<file path="src/rtl/pll_seq_pkg.sv">
package pll_seq_pkg;
  localparam int R_W  = 4;
  localparam int F_W  = 6;
  localparam int OD_W = 4;
  localparam int BW_W = 6;
  localparam int F_LO  = R_W;
  localparam int OD_LO = F_LO + F_W;
  localparam int BW_LO = OD_LO + OD_W;
  localparam int FAC_W = BW_LO + BW_W;
  localparam int NUM_W = F_W + 1;
  localparam int DEN_W = R_W + OD_W + 1;
  localparam int BIT_RST = 20;
  localparam int BIT_PWR = 21;
  localparam int BIT_BYP = 23;
  localparam int BIT_EN  = 25;
  localparam int SRC_LO  = 26;
  localparam int CW_W    = 32;

  typedef struct packed {
    logic parkSys;
    logic unparkSys;
    logic loadFactors;
    logic rstLow;
    logic rstHigh;
    logic runEnable;
    logic setBypass;
    logic powerDown;
    logic slipPulse;
    logic errSet;
    logic errClr;
  } seq_strobe_t;
endpackage

</file>
<file path="src/rtl/pll_seq_ctrl.sv">
module pll_seq_ctrl
  import pll_seq_pkg::*;
#(
  parameter bit IS_MAIN      = 1'b1,
  parameter int LOCK_TIMEOUT = 256,
  parameter int RST_HOLD     = 2
) (
  input  logic        clk,
  input  logic        rstN,
  input  logic        enReq,
  input  logic        disReq,
  input  logic        locked,
  input  logic        running,
  output seq_strobe_t stb,
  output logic        busy,
  output logic        done
);
  localparam int CNT_MAX = (LOCK_TIMEOUT > RST_HOLD) ? LOCK_TIMEOUT : RST_HOLD;
  localparam int CNT_W   = $clog2(CNT_MAX + 1);

  typedef enum logic [3:0] {
    S_IDLE, S_PARK, S_PROG, S_RLO, S_RHI, S_RREL, S_LWAIT,
    S_RUN, S_UNPARK, S_BYP, S_PDN, S_FIN
  } state_t;

  state_t state, nextState;
  logic [CNT_W-1:0] cnt;
  logic enPend, disPend, enAll, disAll, takeEn, takeDis;

  always_comb begin
    enAll   = enPend | enReq;
    disAll  = disPend | disReq;
    takeDis = (state == S_IDLE) && disAll;
    takeEn  = (state == S_IDLE) && !disAll && enAll;
    nextState = state;
    stb = '0;
    unique case (state)
      S_IDLE: begin
        if (takeDis) nextState = S_BYP;
        else if (takeEn) begin
          if (running) nextState = S_FIN;
          else nextState = IS_MAIN ? S_PARK : S_PROG;
        end
      end
      S_PARK:  begin stb.parkSys = 1'b1; nextState = S_PROG; end
      S_PROG:  begin stb.loadFactors = 1'b1; stb.errClr = 1'b1; nextState = S_RLO; end
      S_RLO:   begin stb.rstLow = 1'b1; nextState = S_RHI; end
      S_RHI: begin
        stb.rstHigh = 1'b1;
        if (cnt == CNT_W'(RST_HOLD - 1)) nextState = S_RREL;
      end
      S_RREL:  begin stb.rstLow = 1'b1; nextState = S_LWAIT; end
      S_LWAIT: begin
        if (locked) nextState = S_RUN;
        else begin
          stb.slipPulse = 1'b1;
          if (cnt == CNT_W'(LOCK_TIMEOUT - 1)) begin
            stb.errSet = 1'b1;
            nextState = S_IDLE;
          end
        end
      end
      S_RUN:    begin stb.runEnable = 1'b1; nextState = IS_MAIN ? S_UNPARK : S_FIN; end
      S_UNPARK: begin stb.unparkSys = 1'b1; nextState = S_FIN; end
      S_BYP:    begin stb.setBypass = 1'b1; nextState = S_PDN; end
      S_PDN:    begin stb.powerDown = 1'b1; nextState = S_FIN; end
      S_FIN:    nextState = S_IDLE;
      default:  nextState = S_IDLE;
    endcase
  end

  always_ff @(posedge clk) begin
    if (!rstN) begin
      state   <= S_IDLE;
      cnt     <= '0;
      enPend  <= 1'b0;
      disPend <= 1'b0;
    end else begin
      state   <= nextState;
      enPend  <= enAll & ~takeEn;
      disPend <= disAll & ~takeDis;
      if (nextState != state || (state != S_RHI && state != S_LWAIT)) cnt <= '0;
      else cnt <= cnt + 1'b1;
    end
  end

  assign busy = (state != S_IDLE);
  assign done = (state == S_FIN);
endmodule

</file>
<file path="src/rtl/pll_seq_dp.sv">
module pll_seq_dp
  import pll_seq_pkg::*;
#(
  parameter int LOCK_BUS_W = 12,
  parameter int LOCK_SHIFT = 0,
  parameter int LOCK_WIDTH = 2,
  parameter bit HAS_SRC    = 1'b0
) (
  input  logic                  clk,
  input  logic                  rstN,
  input  seq_strobe_t           stb,
  input  logic [R_W-1:0]        facR,
  input  logic [F_W-1:0]        facF,
  input  logic [OD_W-1:0]       facOd,
  input  logic [BW_W-1:0]       facBw,
  input  logic [1:0]            srcSel,
  input  logic [LOCK_BUS_W-1:0] lockStat,
  output logic [CW_W-1:0]       ctrlWord,
  output logic [LOCK_BUS_W-1:0] clrSlip,
  output logic                  sysSel,
  output logic                  lockErr,
  output logic                  locked,
  output logic                  running,
  output logic [NUM_W-1:0]      ratioNum,
  output logic [DEN_W-1:0]      ratioDen
);
  localparam int SLIP_POS = LOCK_SHIFT + 2;
  localparam logic [LOCK_BUS_W-1:0] SLIP_ONE = LOCK_BUS_W'(1) << SLIP_POS;

  logic [1:0] srcBits;
  generate
    if (HAS_SRC) begin : g_src
      assign srcBits = srcSel;
    end else begin : g_nosrc
      assign srcBits = 2'b00;
    end
  endgenerate

  assign locked  = &lockStat[LOCK_SHIFT +: LOCK_WIDTH];
  assign running = !ctrlWord[BIT_RST] && ctrlWord[BIT_PWR] && ctrlWord[BIT_EN];

  always_ff @(posedge clk) begin
    if (!rstN) begin
      ctrlWord <= '0;
      sysSel   <= 1'b0;
      lockErr  <= 1'b0;
      clrSlip  <= '0;
    end else begin
      if (stb.parkSys)   sysSel <= 1'b0;
      if (stb.unparkSys) sysSel <= 1'b1;
      if (stb.loadFactors) begin
        ctrlWord[FAC_W-1:0]      <= {facBw, facOd, facF, facR};
        ctrlWord[BIT_PWR]        <= 1'b1;
        ctrlWord[BIT_BYP]        <= 1'b1;
        ctrlWord[SRC_LO +: 2]    <= srcBits;
      end
      if (stb.rstHigh) ctrlWord[BIT_RST] <= 1'b1;
      if (stb.rstLow)  ctrlWord[BIT_RST] <= 1'b0;
      if (stb.runEnable) begin
        ctrlWord[BIT_BYP] <= 1'b0;
        ctrlWord[BIT_EN]  <= 1'b1;
      end
      if (stb.setBypass) ctrlWord[BIT_BYP] <= 1'b1;
      if (stb.powerDown) begin
        ctrlWord[BIT_PWR] <= 1'b0;
        ctrlWord[BIT_EN]  <= 1'b0;
      end
      if (stb.errSet) lockErr <= 1'b1;
      else if (stb.errClr) lockErr <= 1'b0;
      clrSlip <= stb.slipPulse ? SLIP_ONE : '0;
    end
  end

  always_comb begin
    if (ctrlWord[BIT_BYP]) begin
      ratioNum = NUM_W'(1);
      ratioDen = DEN_W'(1);
    end else if (!ctrlWord[BIT_PWR]) begin
      ratioNum = '0;
      ratioDen = DEN_W'(1);
    end else begin
      ratioNum = NUM_W'(ctrlWord[F_LO +: F_W]) + NUM_W'(1);
      ratioDen = (DEN_W'(ctrlWord[0 +: R_W]) + DEN_W'(1)) *
                 (DEN_W'(ctrlWord[OD_LO +: OD_W]) + DEN_W'(1));
    end
  end
endmodule

</file>
<file path="src/rtl/pll_seq_top.sv">
module pll_seq_top
  import pll_seq_pkg::*;
#(
  parameter bit IS_MAIN      = 1'b1,
  parameter bit HAS_SRC      = 1'b0,
  parameter int LOCK_BUS_W   = 12,
  parameter int LOCK_SHIFT   = 0,
  parameter int LOCK_WIDTH   = 2,
  parameter int LOCK_TIMEOUT = 256,
  parameter int RST_HOLD     = 2
) (
  input  logic                  clk,
  input  logic                  rstN,
  input  logic                  enReq,
  input  logic                  disReq,
  input  logic [3:0]            facR,
  input  logic [5:0]            facF,
  input  logic [3:0]            facOd,
  input  logic [5:0]            facBw,
  input  logic [1:0]            srcSel,
  input  logic [LOCK_BUS_W-1:0] lockStat,
  output logic [31:0]           ctrlWord,
  output logic [LOCK_BUS_W-1:0] clrSlip,
  output logic                  sysSel,
  output logic                  busy,
  output logic                  done,
  output logic                  lockErr,
  output logic [6:0]            ratioNum,
  output logic [8:0]            ratioDen
);
  seq_strobe_t stb;
  logic locked, running;

  pll_seq_ctrl #(
    .IS_MAIN(IS_MAIN), .LOCK_TIMEOUT(LOCK_TIMEOUT), .RST_HOLD(RST_HOLD)
  ) uCtrl (
    .clk(clk), .rstN(rstN), .enReq(enReq), .disReq(disReq),
    .locked(locked), .running(running), .stb(stb), .busy(busy), .done(done)
  );

  pll_seq_dp #(
    .LOCK_BUS_W(LOCK_BUS_W), .LOCK_SHIFT(LOCK_SHIFT),
    .LOCK_WIDTH(LOCK_WIDTH), .HAS_SRC(HAS_SRC)
  ) uDp (
    .clk(clk), .rstN(rstN), .stb(stb), .facR(facR), .facF(facF),
    .facOd(facOd), .facBw(facBw), .srcSel(srcSel), .lockStat(lockStat),
    .ctrlWord(ctrlWord), .clrSlip(clrSlip), .sysSel(sysSel),
    .lockErr(lockErr), .locked(locked), .running(running),
    .ratioNum(ratioNum), .ratioDen(ratioDen)
  );
endmodule

</file>
<file path="config.mk">
export PLATFORM = sky130hd
export DESIGN_NAME = pll_seq_top
export DESIGN_NICKNAME = d
export VERILOG_FILES = /design/src/rtl/pll_seq_pkg.sv /design/src/rtl/pll_seq_ctrl.sv /design/src/rtl/pll_seq_dp.sv /design/src/rtl/pll_seq_top.sv
export SDC_FILE = /design/constraint.sdc
export NUM_CORES = 1
export LEC_CHECK = 0
export ABC_CLOCK_PERIOD_IN_PS = 7600
export BUFFER_PORTS_ARGS = -buffer_cell sky130_fd_sc_hd__buf_4
export CAP_MARGIN = 10
export CELL_PAD_IN_SITES_DETAIL_PLACEMENT = 0
export CELL_PAD_IN_SITES_GLOBAL_PLACEMENT = 1
export CORE_MARGIN = 10
export CORE_UTILIZATION = 25
export DETAILED_ROUTE_END_ITERATION = 12
export PLACE_DENSITY = 0.65
export SETUP_SLACK_MARGIN = 0.15
export SYNTH_ARGS = -nofsm -noshare
export SYNTH_HDL_FRONTEND = slang
export SYNTH_SLANG_ARGS = --single-unit
</file>
<file path="constraint.sdc">
create_clock -name clk -period 7.6 [get_ports clk]
set_clock_uncertainty 0.05 [all_clocks]
set_input_delay 1.14 -clock clk [delete_from_list [all_inputs] [get_ports clk]]
set_output_delay 1.14 -clock clk [all_outputs]
set_load 0.03 [all_outputs]
</file>
==> results.md, run 1 <==
* Yosys top cell area share at 0.293
* Worst-path clk slew at 60 ps
* Buffers & Inverters on Critical Path at 2
* Initial antenna violation count at 0
* CTS-repair resized insts at 0
* # diodes at 0
* Boundary pin count at 102
* PD cells at 283 mW/mm²
* Sequential element share of the synthesized area at 0.293
* Die height at 127 µm
* Synthesis Warnings at 0
* RePlAce Congestion at 0.777
* CTS Buf Count at 5
* Max-Cap Viols at 0
* Netlist cell types at 47
* Final setup viols at 0
* Worst min path class: reg -> reg
* CP endpoint kind: output port
* Primary FF master, synth: dfxtp_1
* Crit-path max FO at 9
* Int Power at 580 µW
* Clk buf depth at 2
* Register area at 841 µm²
* 1st-pass router iterations at 4
* Switching share of power at 0.429
* Rel. slew slack at 0.292
* Vias per std cell at 4.53
* Peak Freq at 174 MHz
* Clock sink count at 42
* Detailed-route DRC error count at 0
* DR iter-0 viols at 78
* Critical path class: reg -> out
* Starting density of the core at 0.253
* Nets at 489
* Number of synthesized flops with an enable pin at 0
* Vias in the first global route at 2677
* Count of buffers from port buffering at 70
* Slowest stage delay, CP at 540 ps
* Fin crit period at 5750 ps
* Synth async-reset ratio at 0
* Final std cells w/o fill at 564
* Setup repair after global routing missed its margin: no
* Post-layout util at 0.317
* DIE AREA at 0.0161 mm²
* CP required at 6410 ps
* Synth Cell Area at 0.00287 mm²
* Worst path cell trace: ha_1 -> xnor2_1 -> or2_2 -> fa_1 -> fa_1 -> fa_1 -> inv_1 -> ha_1 -> a211oi_1 -> o21ai_0 -> and3_1 -> mux2_2 -> buf_4
* Routed Antenna Nets at 0
* Worst slack, placed at 2150 ps
* WL/cell at 14.0 µm
* Depth of the worst register-to-register path at 3
* CP max-delay cell: fa_1
* GRT Util Overall at 0.0958
* Synth Instances at 357
* WL final at 7900 µm
* Largest net degree at the start of global routing at 32
* Synth top area cells: dfxtp_1 29%, ha_1 10%, nand2_1 6.8%, a21oi_1 5.8%, fa_1 5.6%
* Multi-input logic area at 0.00182 mm²
* Row count at 39
* GRT overflow at 0
* Sequential power share at 0.344
* Critical Path Stages at 13
* First-pass GRT wire length at 13200 µm
* Final period utilization at 0.757
* Placed inst area at 0.00343 mm²
* Hold buffers post-CTS at 0
* # fillers at 1245
* Leak at 1.60 nW
* Least-Margin Pin Slew at 1060 ps
* Final slew viol count at 0
* Chip Width at 127 µm
* CP arrival at 4560 ps
* Clk Latency, worst-skew pair at 280 ps
* Worst setup SP type: flop
* Sw Pwr at 435 µW
* Placed Cells at 556
* Synth Register Bits at 42
* Hold Fails Final Rpt at 0
* Placeable Area at 0.0113 mm²
* Combinational fraction of design power at 0.423
* Clock power share at 0.233
* Leading area contributor after synthesis: dfxtp_1
* Routed via count at 2555
* Peak supply drop at 0.000192 V
* Fin area at 0.00359 mm²
* Fin Setup TNS at 0 ps
* Hold Path Cell Cnt at 2
* Post-CTS Setup Inserts at 0
* Crit path top cell by count: fa_1
* CP delay by family, top: adder cells
* TritonCTS clock tree: done
* Outcome: finished clean
* Final setup margin at 1850 ps
* Detailed placer's ending HPWL at 6240 µm
* CTS H-tree lvls at 2
* Area Growth Syn to Fin at 25.4%
* Layout cells sized above 1 at 0.209
* Syn_area_per_cell at 8.03 µm²
* Root Driver: clkbuf_16
-- layer usage --
| layer | global-route usage | share of wire | up-vias |
|---|---|---|---|
| met5 | 0 | 0 | - |
| met3 | 0.0281 | 0.055 | 2 |
| met4 | 0.0147 | 0.0018 | 0 |
| met2 | 0.167 | 0.49 | 54 |
| met1 | 0.116 | 0.45 | 1195 |
| li1 | - | - | 1304 |
-- cells in the mapped netlist (3+ instances only) --
| library cell | count |
|---|---|
| a21o_1 | 3 |
| nand2b_1 | 7 |
| dfxtp_1 | 42 |
| and2_1 | 8 |
| clkbuf_1 | 3 |
| nor4_1 | 3 |
| xor2_1 | 10 |
| nand2_1 | 52 |
| a21oi_1 | 33 |
| nand3_1 | 12 |
| xnor2_1 | 8 |
| buf_4 | 20 |
| a211oi_1 | 3 |
| buf_2 | 9 |
| inv_1 | 12 |
| o21ai_0 | 10 |
| and3_1 | 4 |
| fa_1 | 8 |
| nor3_1 | 8 |
| ha_1 | 23 |
| nor2b_1 | 8 |
| nor2_1 | 36 |
| a31oi_1 | 3 |
-- flip-flops by register name, indices dropped and copies added (netlist names) --
signal,count
uDp.ctrlWord,24
uCtrl.cnt,9
uCtrl.state,4
uCtrl.disPend,1
uCtrl.enPend,1
uDp.clrSlip,1
uDp.lockErr,1
uDp.sysSel,1
-- worst reg2reg max path, delay by kind of cell, from the launching register on --
kind | cells | cell delay (ps)
simple gates | 2 | 1130
compound gates | 1 | 90
flops | 1 | 780
-- layout make-up --
cell class              instances  share of cell area
repair buffers                 71               0.148
flip-flops and latches         42               0.234
multi-input cells             286               0.507
clock buffers                   5              0.0348
clock inverters                 3              0.0111
well taps                     143              0.0498
inverters                      14              0.0146
-- final timing paths --
kind | from | endpoint | slack (ps)
hold / removal | uDp.ctrlWord[19] | uDp.ctrlWord[19] | 410
setup reg to reg | uCtrl.state[1] | uDp.ctrlWord[15] | 5390
setup / recovery | uDp.ctrlWord[10] | ratioDen[8] | 1850
hold reg to reg | uDp.ctrlWord[19] | uDp.ctrlWord[19] | 410
-- placed cells by master, fill, tap and decap left out, drive strengths merged, types with 2 or more instances in the layout --
master	Yosys	routed
fa	8	8
a21oi	33	33
inv	14	14
xor2	10	10
or3	2	2
nor4	4	4
nand2	52	52
or2	2	2
nand3b	2	2
and2	8	8
nor4b	2	2
xnor2	8	8
a21o	3	3
nand4	3	3
clkinv	0	2
nor2b	8	8
clkbuf	3	5
o21ai	10	10
nor3	9	9
nor2	36	36
dfxtp	42	42
a31oi	3	3
conb	1	19
nor3b	2	2
nand2b	7	7
a211oi	3	3
and3	4	4
a221oi	2	2
nand3	12	12
buf	30	71
ha	23	23
-- stage by stage --
stage | hold slack (ps) | total power, mW
final | 407 | 1.02
after global routing | 436 | 1.09
after CTS | 409 | 1.03
after detailed placement | 401 | 0.792
after global placement | 395 | 0.786
after floorplan | 407 | 0.653
-- cell families (layout without fill, tap and decap cells) --
logic type,count (synthesis),after routing,share of synthesized area
AO/OA/AOI/OAI,62,62,0.128
XOR/XNOR,18,18,0.0550
adder cells (fa/ha/maj),31,31,0.156
buffers and inverters,47,93,0.0943
flip-flops,42,42,0.293
multiplexers,1,1,0.00393
other,1,19,0.00131
AND/OR/NAND/NOR,155,155,0.268
-- power groups by stage --
stage | sequential [mW] | combinational (mW) | clock, mW
after floorplan | 0.366 | 0.286 | 0
after global placement | 0.353 | 0.433 | 0
after detailed placement | 0.355 | 0.438 | 0
after CTS | 0.350 | 0.440 | 0.243
after global routing | 0.361 | 0.481 | 0.253
final | 0.349 | 0.430 | 0.236
No activity file was read; power rests on OpenSTA's default activity.
==> run 2: changes to the inputs <==
--- a/config.mk
+++ b/config.mk
@@ -5,7 +5,8 @@
 export SDC_FILE = /design/constraint.sdc
 export NUM_CORES = 1
 export LEC_CHECK = 0
-export ABC_CLOCK_PERIOD_IN_PS = 7600
+export ABC_AREA = 1
+export ABC_CLOCK_PERIOD_IN_PS = 5000
 export BUFFER_PORTS_ARGS = -buffer_cell sky130_fd_sc_hd__buf_4
 export CAP_MARGIN = 10
 export CELL_PAD_IN_SITES_DETAIL_PLACEMENT = 0
@@ -13,7 +14,7 @@
 export CORE_MARGIN = 10
 export CORE_UTILIZATION = 25
 export DETAILED_ROUTE_END_ITERATION = 12
-export PLACE_DENSITY = 0.65
+export PLACE_DENSITY = 0.68
 export SETUP_SLACK_MARGIN = 0.15
 export SYNTH_ARGS = -nofsm -noshare
 export SYNTH_HDL_FRONTEND = slang
==> constraint.sdc (replaced) <==
create_clock -name clk -period 5 [get_ports clk]
set_clock_uncertainty 0.05 [all_clocks]
set_input_delay 0.75 -clock clk [delete_from_list [all_inputs] [get_ports clk]]
set_output_delay 0.75 -clock clk [all_outputs]
set_load 0.03 [all_outputs]
==> results.md, run 2 <==
* Boundary pin count at 102
* Largest register FFs at 24
* Max-Cap Viols at 0
* CP required at 4200 ps
* Syn_area_per_cell at 7.10 µm²
* Hold Path Cell Cnt at 2
* Synth Register Bits at 42
* Leak at 1.79 nW
* Final slew viol count at 0
* Die height at 129 µm
* Routed via count at 2728
* Crit-path max FO at 5
* Largest Register: uDp.ctrlWord
* Synth Instances at 416
* Yosys top cell area share at 0.285
* Placed Cells at 622
* CP max-delay cell: fa_1
* Count leader, synth: nor2_1
* Worst-path clk slew at 60 ps
* Clock sink count at 42
* Start point of the critical path: uDp.ctrlWord[11]
* Top flop regs: uDp.ctrlWord x24, uCtrl.cnt x9, uCtrl.state x4
* Synthesis Warnings at 0
* Detailed placer's ending HPWL at 6520 µm
* # diodes at 0
* Fin crit period at 4620 ps
* WL final at 8110 µm
* Synth Cell Area at 0.00295 mm²
* R2R Path End: uCtrl.state[0]
* Count of buffers from port buffering at 70
* Layout cells sized above 1 at 0.246
* Clk Latency, worst-skew pair at 280 ps
* Vias per std cell at 4.32
* Peak Freq at 217 MHz
* Most frequent cells in the layout: 76 x nor2_1, 71 x buf_4, 63 x nand2_1
* Synth async-reset ratio at 0
* Sequential element share of the synthesized area at 0.285
* RePlAce Congestion at 0.794
* Rel. slew slack at 0.608
* Root Driver: clkbuf_16
* GRT overflow at 0
* Detailed-route DRC error count at 0
* Nets at 556
* WL/cell at 12.8 µm
* Peak supply drop at 0.000180 V
* Final period utilization at 0.924
* Setup crit end: ratioDen[5]
* Total power at 1.73 mW
* Starting density of the core at 0.257
* Top cells by instance count after synthesis: 77 x nor2_1, 63 x nand2_1, 56 x inv_1
* Chip Width at 129 µm
* CTS H-tree lvls at 2
* TritonCTS clock tree: done
* GRT Util Overall at 0.0977
* Critical path class: reg -> out
* Routed Antenna Nets at 0
* Clk buf depth at 2
* Commonest non-fill, non-tap cell in the layout: nor2_1
* Worst path cell trace: ha_4 -> nand3_4 -> or2_4 -> fa_1 -> fa_1 -> fa_1 -> inv_1 -> ha_2 -> nand2_1 -> o21a_1 -> buf_4 -> a21oi_2 -> buf_4
* Fin Setup TNS at 0 ps
* Least-Margin Pin Slew at 586 ps
* Vias in the first global route at 2752
* Largest net degree at the start of global routing at 32
* Row count at 39
* Hold Fails Final Rpt at 0
* Final std cells w/o fill at 631
* Worst min path class: reg -> reg
* Netlist cell types at 35
* DIE AREA at 0.0166 mm²
* Source of the worst register-to-register timing path: uCtrl.cnt[0]
* CP endpoint kind: output port
* Synth top area cells: dfxtp_1 28%, nor2_1 9.8%, ha_1 9.7%, nand2_1 8.0%, inv_1 7.1%
* Worst setup SP type: flop
* Hold buffers post-CTS at 0
* Setup repair after global routing missed its margin: no
* Primary FF master, synth: dfxtp_1
* CTS Buf Count at 5
* Area Growth Syn to Fin at 27.5%
* Initial antenna violation count at 0
* Outcome: finished clean
* CP arrival at 3820 ps
* Depth of the worst register-to-register path at 11
* Number of synthesized flops with an enable pin at 0
* Final setup viols at 0
* First-pass GRT wire length at 13300 µm
* Crit path top cell by count: fa_1
* Leading area contributor after synthesis: dfxtp_1
* Flop2flop setup slack at 3040 ps
* DR iter-0 viols at 119
* Placeable Area at 0.0115 mm²
* Slowest stage delay, CP at 570 ps
* 1st-pass router iterations at 4
* PD cells at 460 mW/mm²
[run 2: layout make-up]
type,count,area [µm²]
multi-input combinational,307,1820
clock buffer,7,143
sequential,42,848
inverter,59,221
tap,143,179
clock inverter,1,5.00
fill,1260,7700
timing repair buffer,72,544
[run 2: worst min path at each step]
stage	start	endpoint
6_report	uDp.sysSel	uDp.sysSel
5_1_grt	uDp.sysSel	uDp.sysSel
4_1_cts	uDp.sysSel	uDp.sysSel
3_5_place_dp	uDp.sysSel	uDp.sysSel
3_3_place_gp	uDp.sysSel	uDp.sysSel
2_1_floorplan	uCtrl.cnt[0]	uCtrl.cnt[0]
[run 2: through the flow]
stage	hold slack [ps]	utilization	instance area, µm²	worst slack, ps
6_report	410	0.328	3760	382
3_5_place_dp	407	0.310	3550	344
2_1_floorplan	418	-	3030	201
4_1_cts	416	0.324	3710	161
3_3_place_gp	404	0.310	3550	407
5_1_grt	444	0.328	3760	161
[run 2: cells by family after synthesis]
| kind of cell | after synthesis | synth area share |
|---|---|---|
| fa+ha+maj | 31 | 0.152 |
| xor+xnor | 7 | 0.0208 |
| buf+inv | 85 | 0.139 |
| flops | 42 | 0.285 |
| compound gates | 59 | 0.106 |
| other cells | 1 | 0.00127 |
| simple gates | 191 | 0.296 |
[run 2: repair_timing]
action	CTS	global route
endpoints found under the setup margin	4	4
pin swaps	0	3
hold endpoints to repair	0	0
buffers inserted	0	1
gates resized for setup	5	10
[run 2: worst max-delay path, delay by kind of cell (launching register included)]
kind / cells / cell delay [ps]
buffers and inverters: 3 / 340
adders and majority gates: 5 / 2070
and+or+nand+nor: 3 / 430
DFF: 1 / 370
AOI/OAI and AO/OA: 2 / 300
[run 2: power by group]
part | internal (mW) | switching (mW)
Sequential | 0.421 | 0.0965
Combinational | 0.288 | 0.600
Clock | 0.198 | 0.129
[run 2: routing by layer]
| layer | routed length, µm | part of all wire | global-route usage | up-vias |
|---|---|---|---|---|
| li1 | - | - | - | 1416 |
| met1 | 3550 | 0.44 | 0.114 | 1240 |
| met2 | 4020 | 0.50 | 0.171 | 64 |
| met3 | 418 | 0.052 | 0.0226 | 8 |
| met4 | 121 | 0.015 | 0.0334 | 0 |
| met5 | 0 | 0 | 0 | - |
